File: src/rtl/swtx_pkg.sv
package swtx_pkg;

    parameter int unsigned WORD_BITS  = 31;
    parameter int unsigned SHORT_BITS = 24;
    parameter int unsigned GAP_TICKS  = 4;

    typedef enum logic [1:0] {
        PH_IDLE   = 2'd0,
        PH_DATA   = 2'd1,
        PH_PARITY = 2'd2,
        PH_GAP    = 2'd3
    } phase_e;

    typedef struct packed {
        logic long_word;
        logic even_par;
    } frame_cfg_t;

    // Turn a raw XOR of the data bits into the bit that is sent.
    function automatic logic parity_fix(input logic raw_xor, input logic even);
        return even ? raw_xor : ~raw_xor;
    endfunction

endpackage

File: src/rtl/swtx_shifter.sv
module swtx_shifter #(
    parameter int unsigned W = swtx_pkg::WORD_BITS
) (
    input  logic                     clk,
    input  logic                     rst,
    input  logic                     load,
    input  logic                     shift,
    input  logic [W-1:0]             word_i,
    input  logic [$clog2(W+1)-1:0]   nbits_i,
    output logic                     bit_o,
    output logic                     xor_o
);
    logic [W-1:0] sr_q;
    logic         xor_q;
    logic         acc;

    // XOR over the bits that will actually go out.
    always_comb begin
        acc = 1'b0;
        for (int unsigned i = 0; i < W; i++) begin
            if (i < 32'(nbits_i)) acc = acc ^ word_i[i];
        end
    end

    always_ff @(posedge clk) begin
        if (rst) begin
            sr_q  <= '0;
            xor_q <= 1'b0;
        end else if (load) begin
            sr_q  <= word_i;
            xor_q <= acc;
        end else if (shift) begin
            sr_q  <= sr_q >> 1;
        end
    end

    assign bit_o = sr_q[0];
    assign xor_o = xor_q;


    shift_load_excl_chk: assert property (@(posedge clk) disable iff (rst)
        !(load && shift));

endmodule

File: src/rtl/swtx_bitcount.sv
module swtx_bitcount #(
    parameter int unsigned W = swtx_pkg::WORD_BITS
) (
    input  logic                     clk,
    input  logic                     rst,
    input  logic                     clear,
    input  logic                     inc,
    input  logic [$clog2(W+1)-1:0]   limit_i,
    output logic                     last_o
);
    localparam int unsigned CW = $clog2(W + 1);

    logic [CW-1:0] cnt_q;

    always_ff @(posedge clk) begin
        if (rst)        cnt_q <= '0;
        else if (clear) cnt_q <= '0;
        else if (inc)   cnt_q <= cnt_q + 1'b1;
    end

    assign last_o = (cnt_q == limit_i - 1'b1);


    bit_range_chk: assert property (@(posedge clk) disable iff (rst)
        cnt_q < limit_i);

endmodule

File: src/rtl/swtx_gaptimer.sv
module swtx_gaptimer #(
    parameter int unsigned GAP = swtx_pkg::GAP_TICKS
) (
    input  logic clk,
    input  logic rst,
    input  logic clear,
    input  logic inc,
    output logic done_o
);
    localparam int unsigned GW = $clog2(GAP + 1);

    logic [GW-1:0] g_q;

    always_ff @(posedge clk) begin
        if (rst)        g_q <= '0;
        else if (clear) g_q <= '0;
        else if (inc)   g_q <= g_q + 1'b1;
    end

    assign done_o = (g_q == GW'(GAP - 1));


    gap_range_chk: assert property (@(posedge clk) disable iff (rst)
        g_q < GW'(GAP));

endmodule

File: src/rtl/swtx_top.sv
module swtx_top
    import swtx_pkg::*;
#(
    parameter int unsigned W   = WORD_BITS,
    parameter int unsigned SW  = SHORT_BITS,
    parameter int unsigned GAP = GAP_TICKS
) (
    input  logic         clk,
    input  logic         rst,
    input  logic [W-1:0] head_word,
    input  logic         fifo_empty,
    input  logic         tx_en,
    input  logic         long_sel,
    input  logic         even_sel,
    input  logic         bit_tick,
    output logic         ser_data,
    output logic         line_active,
    output logic         pop,
    output logic         busy,
    output logic         integrity_err
);
    localparam int unsigned CW = $clog2(W + 1);
    localparam logic [CW-1:0] LEN_LONG  = CW'(W);
    localparam logic [CW-1:0] LEN_SHORT = CW'(SW);

    phase_e     ph_q, ph_d;
    frame_cfg_t cfg_q;
    logic       pop_q, err_q;

    logic [CW-1:0] nbits_now, nbits_q;
    logic in_word, abort, can_start, start;
    logic shift, last_bit, gap_done, gap_clr, gap_inc;
    logic sr_bit, raw_xor;

    assign nbits_now = long_sel ? LEN_LONG : LEN_SHORT;
    assign nbits_q   = cfg_q.long_word ? LEN_LONG : LEN_SHORT;

    assign in_word   = (ph_q == PH_DATA) || (ph_q == PH_PARITY);
    assign abort     = in_word && !tx_en;
    assign can_start = bit_tick && tx_en && !fifo_empty;
    assign start     = can_start && ((ph_q == PH_IDLE) || ((ph_q == PH_GAP) && gap_done));
    assign shift     = !abort && bit_tick && (ph_q == PH_DATA) && !last_bit;
    assign gap_clr   = (ph_q == PH_PARITY) && bit_tick && tx_en;
    assign gap_inc   = (ph_q == PH_GAP) && bit_tick && !gap_done;

    swtx_shifter #(.W(W)) u_shift (
        .clk     (clk),
        .rst     (rst),
        .load    (start),
        .shift   (shift),
        .word_i  (head_word),
        .nbits_i (nbits_now),
        .bit_o   (sr_bit),
        .xor_o   (raw_xor)
    );

    swtx_bitcount #(.W(W)) u_bits (
        .clk     (clk),
        .rst     (rst),
        .clear   (start),
        .inc     (shift),
        .limit_i (nbits_q),
        .last_o  (last_bit)
    );

    swtx_gaptimer #(.GAP(GAP)) u_gap (
        .clk    (clk),
        .rst    (rst),
        .clear  (gap_clr),
        .inc    (gap_inc),
        .done_o (gap_done)
    );

    always_comb begin
        ph_d = ph_q;
        unique case (ph_q)
            PH_IDLE:   if (start) ph_d = PH_DATA;
            PH_DATA: begin
                if (abort)                     ph_d = PH_IDLE;
                else if (bit_tick && last_bit) ph_d = PH_PARITY;
            end
            PH_PARITY: begin
                if (abort)         ph_d = PH_IDLE;
                else if (bit_tick) ph_d = PH_GAP;
            end
            PH_GAP: begin
                if (bit_tick && gap_done) ph_d = start ? PH_DATA : PH_IDLE;
            end
            default: ph_d = PH_IDLE;
        endcase
    end

    always_ff @(posedge clk) begin
        if (rst) begin
            ph_q  <= PH_IDLE;
            cfg_q <= '0;
            pop_q <= 1'b0;
            err_q <= 1'b0;
        end else begin
            ph_q  <= ph_d;
            pop_q <= gap_clr;
            err_q <= err_q | abort;
            if (start) cfg_q <= '{long_word: long_sel, even_par: even_sel};
        end
    end

    always_comb begin
        unique case (ph_q)
            PH_DATA:   ser_data = sr_bit;
            PH_PARITY: ser_data = parity_fix(raw_xor, cfg_q.even_par);
            default:   ser_data = 1'b0;
        endcase
    end

    assign line_active   = in_word;
    assign busy          = (ph_q != PH_IDLE);
    assign pop           = pop_q;
    assign integrity_err = err_q;


    abort_stop_chk: assert property (@(posedge clk) disable iff (rst)
        (in_word && !tx_en) |=> (!line_active && !busy && integrity_err));

    err_sticky_chk: assert property (@(posedge clk) disable iff (rst)
        integrity_err |=> integrity_err);

    pop_single_chk: assert property (@(posedge clk) disable iff (rst)
        pop |=> !pop);

    pop_in_gap_chk: assert property (@(posedge clk) disable iff (rst)
        pop |-> (ph_q == PH_GAP));

    no_start_chk: assert property (@(posedge clk) disable iff (rst)
        ((ph_q == PH_IDLE) && (!tx_en || fifo_empty)) |=> (ph_q == PH_IDLE));

endmodule

File: config.mk
export PLATFORM = sky130hd
export DESIGN_NAME = swtx_top
export DESIGN_NICKNAME = d
export VERILOG_FILES = /design/src/rtl/swtx_pkg.sv /design/src/rtl/swtx_shifter.sv /design/src/rtl/swtx_bitcount.sv /design/src/rtl/swtx_gaptimer.sv /design/src/rtl/swtx_top.sv
export SDC_FILE = /design/constraint.sdc
export NUM_CORES = 1
export LEC_CHECK = 0
export BUFFER_PORTS_ARGS = -buffer_cell sky130_fd_sc_hd__buf_2
export CAP_MARGIN = 20
export CORE_ASPECT_RATIO = 1.2
export CORE_MARGIN = 2
export CORE_UTILIZATION = 50
export CTS_BUF_LIST = sky130_fd_sc_hd__clkbuf_4
export DETAILED_ROUTE_END_ITERATION = 8
export GPL_TIMING_DRIVEN = 0
export PLACE_DENSITY = 0.8
export SKIP_LAST_GASP = 1
export SYNTH_ARGS = -nofsm -noshare
export SYNTH_HDL_FRONTEND = slang
export SYNTH_SLANG_ARGS = --single-unit
File: constraint.sdc
create_clock -name clk -period 1.93 [get_ports clk]
set_clock_uncertainty 0.15 [all_clocks]
set_input_delay 0 -clock clk [delete_from_list [all_inputs] [get_ports clk]]
set_output_delay 0 -clock clk [all_outputs]
set_load 0.1 [all_outputs]
==> metrics.yaml <==
status: "complete, but fails checks"
violations: "negative setup slack"
ir_drop_uv: 482
hpwl_um: 4130
clk_pin_slew_ns: 0.13
grt_pass1_vias: 2392
yosysWarnings: 0
clockBufferDepth: 2
worstMarginPinSlew_ns: 0.644
synth_area_leaders: "dfxtp_1 38%, mux2i_1 13%, a211oi_1 9.8%"
drc: 0
synth_most_common_cell: "dfxtp_1"
finalCriticalPeriod_ns: 2.00
drive_gt1_share_pct: 27.8
endpoint_kind: "flop"
ys_async_sr_fraction_pct: 0
hold_class: "in2reg"
arrival_ns: 2.09
die_w_um: 68.0
timing.final.ws_setup_ns: -0.0717
ioPinCount: 43
numCtsBuffers: 5
area_delta_synth_final_pct: 41.7
num_rows: 27
yosysSeqAreaShare_pct: 37.5
whs_ns: 0.0433
postRouteAntennaNets: 0
vias_per_cell: 5.50
crit_fanout: 10
core_area_sq_mm: 0.00466
totalPowerFinal_mw: 2.69
fmax_mhz: 500
fin_crit_sh_pct: 104
rsz0062_at_grt: "yes"
cts_tree: "done"
wl_um: 7060
drv_slew: 0
hold_viol: 0
dr.pass1.iters: 4
drt_iter0_markers: 93
crit_required_ns: 2.01
powerDensity_mw_per_mm2: 772
gp_congestion: 0.797
n_antenna_cell: 0
num_vias: 2299
die_area_sq_mm: 0.00549
p_leak_nw: 1.33
antenna_found_initial: 0
synth-edff-count: 0
syn_area_sq_mm: 0.00245
insertion_delay_ns: 0.37
cts_root_buf: "clkbuf_4"
critical_path_class: "reg2reg"
start_kind: "flop"
grt_max_degree: 14
finalNonFillerCells: 418
grt_first_pass_wirelength_um: 11100
synth_seq_cells: 46
synth_top_area_cell: "dfxtp_1"
slew_headroom_pct: 57.1
cts_sinks: 46
die_y_um: 80.8
ys.flop_type: "dfxtp_1"
grt.total_usage_pct: 27.1
n_fill_cell: 291
port_buffers: 41
overflow: 0
initial_core_util_pct: 52.7
drv_cap: 0
ys_top_cells_by_count: "46 x dfxtp_1, 43 x nor2_1, 32 x a211oi_1, 32 x mux2i_1, 25 x xnor2_1"
cts_max_level: 2
synth_nets: 306
yosysTopAreaCellShare_pct: 37.5
dp.cells: 359
synth_cell_types: 29
fin_nets: 406
syn_area_per_cell_sq_um: 9.44
netlist_instances: 260
drt-wirelength-per-cell_um: 16.9
setup_viol: 27
==> state kept, by name, indices dropped and copies added (netlist names) <==
register and count:
u_bits.cnt_q 5, u_gap.g_q 3, cfg_q 2, pop 1, ph_q 2, u_shift.xor_o 1
u_shift.sr_q 31, integrity_err 1
==> final cells by class <==
| cell class | count | area [sq um] | share of cell area, % |
|---|---|---|---|
| multi-input combinational | 193 | 1530 | 44.0 |
| sequential | 46 | 927 | 26.7 |
| timing repair buffer | 94 | 742 | 21.3 |
| buffer | 16 | 138 | 3.96 |
| tap | 58 | 72.6 | 2.09 |
| clock buffer | 6 | 45.0 | 1.29 |
| inverter | 4 | 17.5 | 0.504 |
| clock inverter | 1 | 7.51 | 0.216 |
==> critical path, cell delays in order, from the launching register on <==
cell and delay, ns:
dfxtp_2 0.38, inv_4 0.05, ha_4 0.23, nor2b_4 0.12, and4b_1 0.28, buf_6 0.19
buf_12 0.16, mux2i_1 0.21, a211oi_1 0.09
==> logic make-up after synthesis <==
group	after synthesis	share of synthesized area [%]
adders and majority gates	8	4.08
DFF	46	37.5
xor gates and xnor gates	34	13.3
AOI/OAI and AO/OA	47	13.6
muxes	32	13.0
and+or+nand+nor	72	13.0
buffers and inverters	21	5.50
==> routing by layer <==
layer  vias to the layer above  part of all wire, %  track usage [%]
met3                        22                  4.4             7.20
met5                         -                    0                0
met2                        77                   55             50.2
li1                       1112                    -                -
met1                      1088                   37             27.6
met4                         0                  2.9             12.2
==> stage by stage <==
| stage | TNS [ns] | utilization [%] | setup WS (ns) | instance area, sq um |
|---|---|---|---|---|
| 3_3_place_gp | -9.92 | 59.2 | -0.366 | 2760 |
| 2_1_floorplan | -3.36 | - | -0.123 | 2480 |
| 3_5_place_dp | -11.20 | 59.2 | -0.425 | 2760 |
| 4_1_cts | -0.163 | 71.4 | -0.0257 | 3330 |
| 5_1_grt | -2.64 | 74.6 | -0.113 | 3480 |
| 6_report | -1.07 | 74.6 | -0.0717 | 3480 |
==> cell usage in the layout, fill, tap and decap left out, drive strengths merged, types with 3 or more instances in the layout <==
master	instances
a211oi	32
a21oi	8
buf	63
clkbuf	15
dfxtp	46
dlygate4sd3	38
ha	8
inv	4
mux2i	32
nand2	10
nand2b	3
nor2	43
nor3	5
xnor2	25
xor2	7
==> what timing repair did <==
action | in CTS | in global routing
hold buffers | 38 | 1
setup endpoints to repair | 38 | 45
gates resized for setup | 20 | 26
setup buffers | 8 | 5
endpoints found under the hold margin | 43 | 2
gates cloned | 2 | 1
pin swaps | 3 | 14
==> power breakdown <==
part           internal, mW  leakage [nW]  switching [mW]  total [mW]
registers              1.03         0.376          0.0589        1.09
clock network         0.150        0.0278           0.308       0.458
logic                 0.563         0.929           0.574        1.14
==> worst paths after layout <==
kind | from | to | slack, ns | cells past startpoint
worst max-delay path | ph_q[0]$_SDFFE_PP0P_ | u_shift.sr_q[7]$_SDFFE_PP0P_ | -0.07 | 8
worst min-delay path | tx_en | ph_q[0]$_SDFFE_PP0P_ | 0.04 | 4
worst max register to register | ph_q[0]$_SDFFE_PP0P_ | u_shift.sr_q[7]$_SDFFE_PP0P_ | -0.07 | 8
worst min register to register | integrity_err$_SDFF_PP0_ | integrity_err$_SDFF_PP0_ | 0.34 | 2
No activity file was read; power rests on OpenSTA's default activity.
